## src/rtl/conv_fifo_pkg.sv

```systemverilog
package conv_fifo_pkg;
  // Strobes from the control to the datapath, valid for one cycle
  typedef struct packed {
    logic wrEn;      // store resultWord at write pointer
    logic popEn;     // advance read pointer
    logic clrAll;    // return both pointers to zero
    logic dirLoad;   // load bypass register
    logic headValid; // at least one word is held
  } fifoStrobes_t;
endpackage

```

## src/rtl/fifo_ctrl.sv

```systemverilog
module fifo_ctrl
  import conv_fifo_pkg::*;
#(
  parameter int DEPTH       = 16,
  parameter int SYNC_STAGES = 2,
  localparam int PTR_W      = $clog2(DEPTH),
  localparam int CNT_W      = PTR_W + 1
) (
  input  logic             clk,
  input  logic             rstN,
  input  logic             fifoMode,
  input  logic             readLine,
  input  logic             eocLine,
  output fifoStrobes_t     strobes,
  output logic [CNT_W-1:0] fillCount,
  output logic             statHalf,
  output logic             statEdge
);
  localparam logic [CNT_W-1:0] FULL_CNT = CNT_W'(DEPTH);
  localparam logic [CNT_W-1:0] HALF_CNT = CNT_W'(DEPTH / 2);
  localparam logic [CNT_W-1:0] ONE_CNT  = CNT_W'(1);
  localparam logic [CNT_W-1:0] TWO_CNT  = CNT_W'(2);

  logic [SYNC_STAGES:0] rdPipe;
  logic eocPrev;
  logic rdSync, rdPrev;
  logic eocFall, rdRise, rdFall;
  logic doWrite, doPop, doClear;
  logic [CNT_W-1:0] countNext;

  // Synchronizer plus one extra stage for edge detection; idle level is high
  always_ff @(posedge clk or negedge rstN) begin
    if (!rstN) begin
      rdPipe  <= '1;
      eocPrev <= 1'b0;
    end else begin
      rdPipe  <= {rdPipe[SYNC_STAGES-1:0], readLine};
      eocPrev <= eocLine;
    end
  end

  assign rdSync  = rdPipe[SYNC_STAGES-1];
  assign rdPrev  = rdPipe[SYNC_STAGES];
  assign eocFall = eocPrev & ~eocLine;
  assign rdRise  = rdSync & ~rdPrev;
  assign rdFall  = ~rdSync & rdPrev;

  always_comb begin
    doClear = ~fifoMode & ~rdSync;
    doWrite = fifoMode & eocFall & (fillCount != FULL_CNT);
    doPop   = fifoMode & ((rdRise & (fillCount >= TWO_CNT)) |
                          (rdFall & (fillCount == ONE_CNT)));
    if (doClear)
      countNext = '0;
    else if (doWrite && !doPop)
      countNext = fillCount + ONE_CNT;
    else if (doPop && !doWrite)
      countNext = fillCount - ONE_CNT;
    else
      countNext = fillCount;
  end

  always_ff @(posedge clk or negedge rstN) begin
    if (!rstN) fillCount <= '0;
    else       fillCount <= countNext;
  end

  always_comb begin
    strobes.wrEn      = doWrite;
    strobes.popEn     = doPop;
    strobes.clrAll    = doClear;
    strobes.dirLoad   = ~fifoMode & eocFall;
    strobes.headValid = (fillCount != '0);
  end

  assign statHalf = (fillCount >= HALF_CNT);
  assign statEdge = (fillCount == '0) | (fillCount == FULL_CNT);
endmodule

```

## src/rtl/fifo_datapath.sv

```systemverilog
module fifo_datapath
  import conv_fifo_pkg::*;
#(
  parameter int DATA_W = 18,
  parameter int DEPTH  = 16,
  localparam int PTR_W = $clog2(DEPTH)
) (
  input  logic              clk,
  input  logic              rstN,
  input  logic              fifoMode,
  input  fifoStrobes_t      strobes,
  input  logic [DATA_W-1:0] resultWord,
  output logic [DATA_W-1:0] dataOut
);
  logic [DATA_W-1:0] store [DEPTH];
  logic [PTR_W-1:0]  wrPtr, rdPtr;
  logic [DATA_W-1:0] directReg, lastWord, headWord;

  always_ff @(posedge clk) begin
    if (strobes.wrEn) store[wrPtr] <= resultWord;
  end

  always_ff @(posedge clk or negedge rstN) begin
    if (!rstN) begin
      wrPtr <= '0;
      rdPtr <= '0;
    end else if (strobes.clrAll) begin
      wrPtr <= '0;
      rdPtr <= '0;
    end else begin
      if (strobes.wrEn)  wrPtr <= wrPtr + PTR_W'(1);
      if (strobes.popEn) rdPtr <= rdPtr + PTR_W'(1);
    end
  end

  assign headWord = store[rdPtr];

  // Holds the most recent head so an emptied buffer keeps showing it
  always_ff @(posedge clk or negedge rstN) begin
    if (!rstN) begin
      lastWord  <= '0;
      directReg <= '0;
    end else begin
      if (strobes.headValid) lastWord  <= headWord;
      if (strobes.dirLoad)   directReg <= resultWord;
    end
  end

  always_comb begin
    if (!fifoMode)              dataOut = directReg;
    else if (strobes.headValid) dataOut = headWord;
    else                        dataOut = lastWord;
  end
endmodule

```

## src/rtl/conv_result_fifo.sv

```systemverilog
module conv_result_fifo
  import conv_fifo_pkg::*;
#(
  parameter int DATA_W      = 18,
  parameter int DEPTH       = 16,
  parameter int SYNC_STAGES = 2,
  localparam int CNT_W      = $clog2(DEPTH) + 1
) (
  input  logic              clk,
  input  logic              rstN,
  input  logic              fifoMode,
  input  logic              readLine,
  input  logic              eocLine,
  input  logic [DATA_W-1:0] resultWord,
  output logic [DATA_W-1:0] dataOut,
  output logic              statHalf,
  output logic              statEdge
);
  fifoStrobes_t     strobes;
  logic [CNT_W-1:0] fillCount;

  fifo_ctrl #(.DEPTH(DEPTH), .SYNC_STAGES(SYNC_STAGES)) u_ctrl (
    .clk(clk), .rstN(rstN), .fifoMode(fifoMode), .readLine(readLine),
    .eocLine(eocLine), .strobes(strobes), .fillCount(fillCount),
    .statHalf(statHalf), .statEdge(statEdge)
  );

  fifo_datapath #(.DATA_W(DATA_W), .DEPTH(DEPTH)) u_dp (
    .clk(clk), .rstN(rstN), .fifoMode(fifoMode), .strobes(strobes),
    .resultWord(resultWord), .dataOut(dataOut)
  );
endmodule

```

## config.mk

```make
export PLATFORM = sky130hd
export DESIGN_NAME = conv_result_fifo
export DESIGN_NICKNAME = d
export VERILOG_FILES = /design/src/rtl/conv_fifo_pkg.sv /design/src/rtl/fifo_ctrl.sv /design/src/rtl/fifo_datapath.sv /design/src/rtl/conv_result_fifo.sv
export SDC_FILE = /design/constraint.sdc
export NUM_CORES = 1
export LEC_CHECK = 0
export ABC_AREA = 0
export BUFFER_PORTS_ARGS = -buffer_cell sky130_fd_sc_hd__buf_2
export CAP_MARGIN = 5
export CORE_MARGIN = 1
export CORE_UTILIZATION = 56
export CTS_CLUSTER_DIAMETER = 150
export DETAILED_ROUTE_END_ITERATION = 6
export MAX_ROUTING_LAYER = met4
export PLACE_DENSITY = 0.76
export SLEW_MARGIN = 10
export SYNTH_ARGS = -nofsm -noshare
export SYNTH_HDL_FRONTEND = slang
export SYNTH_SLANG_ARGS = --single-unit
export TNS_END_PERCENT = 30
```

## constraint.sdc

```tcl
create_clock -name clk -period 2.34 [get_ports clk]
set_input_delay 0.351 -clock clk [delete_from_list [all_inputs] [get_ports clk]]
set_output_delay 0.351 -clock clk [all_outputs]
set_load 0.05 [all_outputs]
```

# After elaboration in Yosys (flattened, before gate mapping)

Memory sizes are Yosys's and may differ from the RTL's.
Cells that the tools add are included.

Register bits: 53
RAM bits: 288
Input bits: 23
Output and inout bits: 20
Logic and storage cells: 53
Memories: 1

Add/subtract/negate cells: 4
$lt $le $gt $ge: 2
Equal/unequal tests: 3
Multiplexer cells: 11
Bitwise logic cells: 16
Reduce and logical (&&, ||, !) cells: 9

Memory list:

| name       | words | width | rd ports | clocked after Yosys merged registers in | wr ports | RTL line            | text |
|---|---|---|---|---|---|---|---|
| u_dp.store | 16    | 18    | 1        | 0                                       | 1        | fifo_datapath.sv:15 | `logic [DATA_W-1:0] store [DEPTH];` |

Operator list:

| cell                                                                  | number |
|---|---|
| 18-bit 2-to-1 mux                                                     | 2 |
| 4-bit 2-to-1 mux                                                      | 4 |
| 5-bit 2-to-1 mux                                                      | 3 |
| 1-bit AND                                                             | 10 |
| 4-bit by 1-bit adder with 4-bit output, second input constant         | 2 |
| 5-bit by 1-bit adder with 5-bit output, second input constant         | 1 |
| 5-bit by 1-bit equality test with 1-bit output, second input constant | 1 |
| 5-bit equality test, second input constant                            | 1 |
| 5-bit by 2-bit >= comparator with 1-bit output, second input constant | 1 |
| 5-bit by 4-bit >= comparator with 1-bit output, second input constant | 1 |
| 5-bit zero test                                                       | 1 |
| 5-bit != test, second input constant                                  | 1 |
| 5-bit nonzero test                                                    | 1 |
| 5-bit by 1-bit subtractor with 5-bit output, second input constant    | 1 |
| 1-bit inverter                                                        | 4 |
| 2-bit nonzero test                                                    | 2 |
| 3-bit nonzero test                                                    | 1 |
| 1-bit logical AND                                                     | 2 |
| 1-bit zero test                                                       | 2 |
| 1-bit 2-to-1 mux                                                      | 2 |
| 1-bit OR                                                              | 2 |

# Depth between registers and ports, before layout

Word-level depth: 9
Depth in mapped cells: 8
Gate-level depth less buffers: 6

# Modules after synthesis

From an unflattened synthesis, not the netlist that was laid out.

Cell total of the unflattened synthesis: 784
Area total of the unflattened synthesis: 13,975.9 µm²

Modules (own cells, without submodules):

| module        | instances | cells an instance | area each (µm²) | seq. area each (µm²) |
|---|---|---|---|---|
| fifo_datapath | 1         | 715               | 13,314.0        | 9,749.4 |
| fifo_ctrl     | 1         | 69                | 661.9           | 229.0 |

# Least setup slack after synthesis

No wires, ideal clock.

Path type: reg-to-output
From: register u_ctrl.fillCount[1]
To: output dataOut[10]
Arrival time: 3.427 ns
Required time: 1.989 ns
Setup slack: -1.438 ns
Cell stages (with the launch flop): 9
Buffers on the path: 2
Cell sequence: dfrtp_1 > inv_1 > ha_1 > nor3b_1 > nor2b_1 > buf_2 > buf_2 > nand2_1 > a31oi_1

Longest elaborated chain between the ends: 3

RTL lines:

| item                   | RTL line               | text |
|---|---|---|
| from (decl)            | fifo_ctrl.sv:15        | `output logic [CNT_W-1:0] fillCount,` |
| from (signal assigned) | fifo_ctrl.sv:65        | `else fillCount <= countNext;` |
| 5-bit nonzero test     | fifo_ctrl.sv:73        | `strobes.headValid = (fillCount != '0);` |
| 18-bit 2-to-1 mux      | fifo_datapath.sv:51    | `else if (strobes.headValid) dataOut = headWord;` |
| 18-bit 2-to-1 mux      | fifo_datapath.sv:50    | `if (!fifoMode) dataOut = directReg;` |
| to (decl)              | conv_result_fifo.sv:15 | `output logic [DATA_W-1:0] dataOut,` |

Every way passes these cells.

# Worst setup path after layout

From: register u_dp.rdPtr[0]
To: output dataOut[15]

Longest elaborated chain between the ends: 3

RTL lines:

| item                   | RTL line            | text |
|---|---|---|
| from (decl)            | fifo_datapath.sv:16 | `logic [PTR_W-1:0] wrPtr, rdPtr;` |
| from (signal assigned) | fifo_datapath.sv:32 | `if (strobes.popEn) rdPtr <= rdPtr + PTR_W'(1);` |
| memory 16 x 18 bit     | -                   |  |
| 18-bit 2-to-1 mux      | fifo_datapath.sv:51 |  |
| 18-bit 2-to-1 mux      | fifo_datapath.sv:50 |  |

Every way passes these cells.

==> run metrics <==
cells along the critical path buf_4 > buf_6 > buf_12 > mux4_2 > a22o_1 > o21ai_1 > buf_4 > a31oi_4 > buf_6; Net count, final around 900; Post-synth top cells edfxtp_1, mux4_2, dfrtp_1, nand2_1, a22o_1; syn nets ~750; Post-synth ARST share between 15 and 20%; FF+latch count, synth between 300 and 400; drt total wl around 34,000 um; Min Hold Slack -0.01464 ns; CTS tree done; status finished with violations; WP buf/inv 5; failing checks negative hold slack, negative setup slack; vias in the first global route 7,863; leak pwr 5.817 nW; crit path capture type output pin; gr usage total between 20% and 30%; Peak VDD IR 0.0009899 V; IO Port Bufs 42; CP Max Fanout 5; Via density about 6.5; Synth Warn # 0; Slew headroom between 50% and 60%; drt wl/cell approximately 28 um; Post-Syn Area per Cell approximately 19 sq um; final cell count without fillers ~1.2k; Max Cap Viol 0; die width 158.1 um; CP delay by family, top buffers and inverters; sw frac between 30 and 40%; Flop pwr share between 30% and 40%; combinational fraction of design power between 30% and 40%; Core Region 23,680 sq um; Critical Path Source Type flip-flop; die area ~25,000 sq um; area share of the largest cell type after synthesis a little under two thirds; CTS sink cnt approximately 340; area leader, netlist edfxtp_1; fin crit share 130.5%; n_diodes 0; root buf cell clkbuf_16; final core occ between 70% and 80%; pwr/cell area 1177 nW/um^2; final-report setup violation count 19; clock slew at reported path FFs ~0.06 ns; Synth Cell Area 13,640 sq um; CP arrival 2.70 ns; clk buf depth 3; first-pass GRT wire length 49,130 um; clock latency on the worst-skew pair between 0.5 and 0.6 ns; Synth-to-Final Area Change 23.97%; number of hold violations in the final report 13; internal power around 13 mW; post-route ant nets 0; largest net degree at the start of global routing between 50 and 60; DR vias between 7k and 8k; share of cells above drive strength 1 between 30% and 40%; count leader, synth edfxtp_1; Num CTS Buffers 34; synth top area cells edfxtp_1, mux4_2, dfrtp_1, a22o_1, mux2_2; antenna violations before repair 0; # IOs between 40 and 50; Hold Path Class primary input to async pin; Detail Placement HPWL between 15,000 and 20,000 um; Synth cell types between 50 and 60; DR iter-0 viols approximately 750; CTS H-Tree Depth 2; Req. time, crit path a little under 2 ns; Psw 6.434 mW; initial core utilization 57.60%; post-synthesis sequential area ratio 73.15%; Worst-Margin Slew ~0.74 ns; max-slew violation count 0; Die Y 158.1 um; residual DRC count 0; Main synth FF type edfxtp_1; std cell rows 56; crit path max-delay cell type dfrtp_4; Worst path max stage delay around 0.54 ns; Mapped Cells roughly 720; fmax approximately 0.33 GHz; Clock Power Share between 20% and 30%; Setup Crit Path Kind flip-flop to output pin; min Tclk post-route just over 3 ns; Post-synth EDFFs around 290; GR Overflow Total 0; Layout Skew between 0.015 and 0.02 ns; DP Cell Count 1,119; Final WS setup -0.7133 ns; RSZ-0062 raised after global routing yes; drt pass-1 iters 7; routability cong. about 0.85
## flip-flops by register name, summed over array words and instances, names as in the netlist
signal            flops
u_dp.store          288
u_dp.directReg       18
u_dp.lastWord        18
u_ctrl.fillCount      5
u_dp.rdPtr            4
u_dp.wrPtr            4
u_ctrl.rdPipe         3
u_ctrl.eocPrev        1
## power groups by stage
stage / Clock (mW) / Combinational (mW) / Sequential (mW)
detailed placement: 0 / 6.08 / 7.26
finish: 4.99 / 7.75 / 7.16
floorplan: 0 / 4.36 / 7.21
CTS: 5.00 / 7.24 / 7.15
global route: 5.27 / 8.12 / 7.19
global placement: 0 / 5.86 / 7.24
## timing repair
action                     in CTS  in global routing
hold endpoints to repair        2                  0
setup endpoints to repair      18                118
pin swaps                      15                 34
gates resized for setup        63                 24
gates cloned                    5                  2
hold buffers                    2                  0
setup buffers                  12                 18
## path summary, 6_finish.rpt
check	from	depth (start not counted)	to	slack, ns
max reg2reg	u_dp.rdPtr[0]	9	u_dp.lastWord[2]	-0.02
min	rstN	2	u_ctrl.fillCount[3]	-0.01
max	u_dp.rdPtr[0]	9	dataOut[15]	-0.71
min reg2reg	u_ctrl.rdPipe[0]	0	u_ctrl.rdPipe[1]	0.36
min in group clk	fifoMode	2	u_ctrl.fillCount[0]	0.22
max in group asynchronous	rstN	2	u_dp.rdPtr[0]	1.79
## cells by family after synthesis
| kind of cell | share of synthesized area (%) |
|---|---|
| flip-flops | 73.15 |
| AND/OR/NAND/NOR | 4.714 |
| multiplexers | 14.10 |
| AO/OA/AOI/OAI | 5.210 |
| buffers and inverters | 1.880 |
| adder cells (fa/ha/maj) | 0.8255 |
| XOR/XNOR | 0.1284 |
## worst reg2reg max path, stage by stage, from the launching register on
cell and delay (ns):
dfrtp_4 0.54, buf_12 0.17, buf_12 0.14, buf_4 0.15, mux4_2 0.47, a221oi_4 0.37, buf_4 0.17, buf_4 0.09
buf_4 0.09, o21ai_2 0.05
## routing by layer
layer / GRT usage [%] / vias up / wire [um]
li1: - / 3225 / -
met1: 36.74 / 4059 / 12990
met2: 46.18 / 464 / 16890
met3: 5.283 / 89 / 2913
met4: 9.203 / 0 / 1067
met5: - / - / 0
## cell type report
| class | instances | area (sq um) |
|---|---|---|
| Sequential cell | 341 | 9985 |
| Fill cell | 1392 | 6771 |
| Multi-Input combinational cell | 336 | 3866 |
| Timing Repair Buffer | 151 | 1633 |
| Clock buffer | 46 | 927.1 |
| Tap cell | 319 | 399.1 |
| Clock inverter | 14 | 78.83 |
| Inverter | 6 | 22.52 |
## per-stage QoR
| stage | cell area [sq um] | power (mW) | TNS [ns] | worst slack [ns] | hold WS [ns] |
|---|---|---|---|---|---|
| 2_1_floorplan | 13960 | 11.57 | -1.107 | -0.1062 | 0.05541 |
| 3_3_place_gp | 15140 | 13.10 | -1.419 | -0.1452 | 0.3509 |
| 3_5_place_dp | 15140 | 13.34 | -1.781 | -0.1863 | 0.3493 |
| 4_1_cts | 16700 | 19.39 | -11.77 | -0.6885 | 0.0004743 |
| 5_1_grt | 16910 | 20.58 | -12.61 | -0.7658 | 0.05079 |
| 6_report | 16910 | 19.91 | -11.52 | -0.7133 | -0.01464 |
## cell usage in the layout, fill, tap and decap left out, types with 4 or more instances in the layout
cell       synthesis  layout
ha_1               9       8
mux4_2            65      67
or3_1              5       5
o21ai_0            7       7
clkinv_2           0       8
dfrtp_1           50      47
nand3_1            8       7
clkbuf_16          0      37
mux2_2            21      20
o21ai_2            1       8
nand2_2            0       8
a31oi_4            0      14
nor2_1            24      24
mux2i_1           17      15
buf_2             11      24
inv_1              6       4
o21ai_1           14       7
a21o_1             5       5
nor2b_1            5       5
a21oi_1            4       4
buf_12             2      28
clkbuf_1          19      10
nand2b_1           4       4
and2_1            17      17
buf_4              3      65
buf_6              4      25
nor3_1             6       6
nand2_1           36      28
a22o_1            29      29
edfxtp_1         288     288
Power figures use the tool's default switching activity.
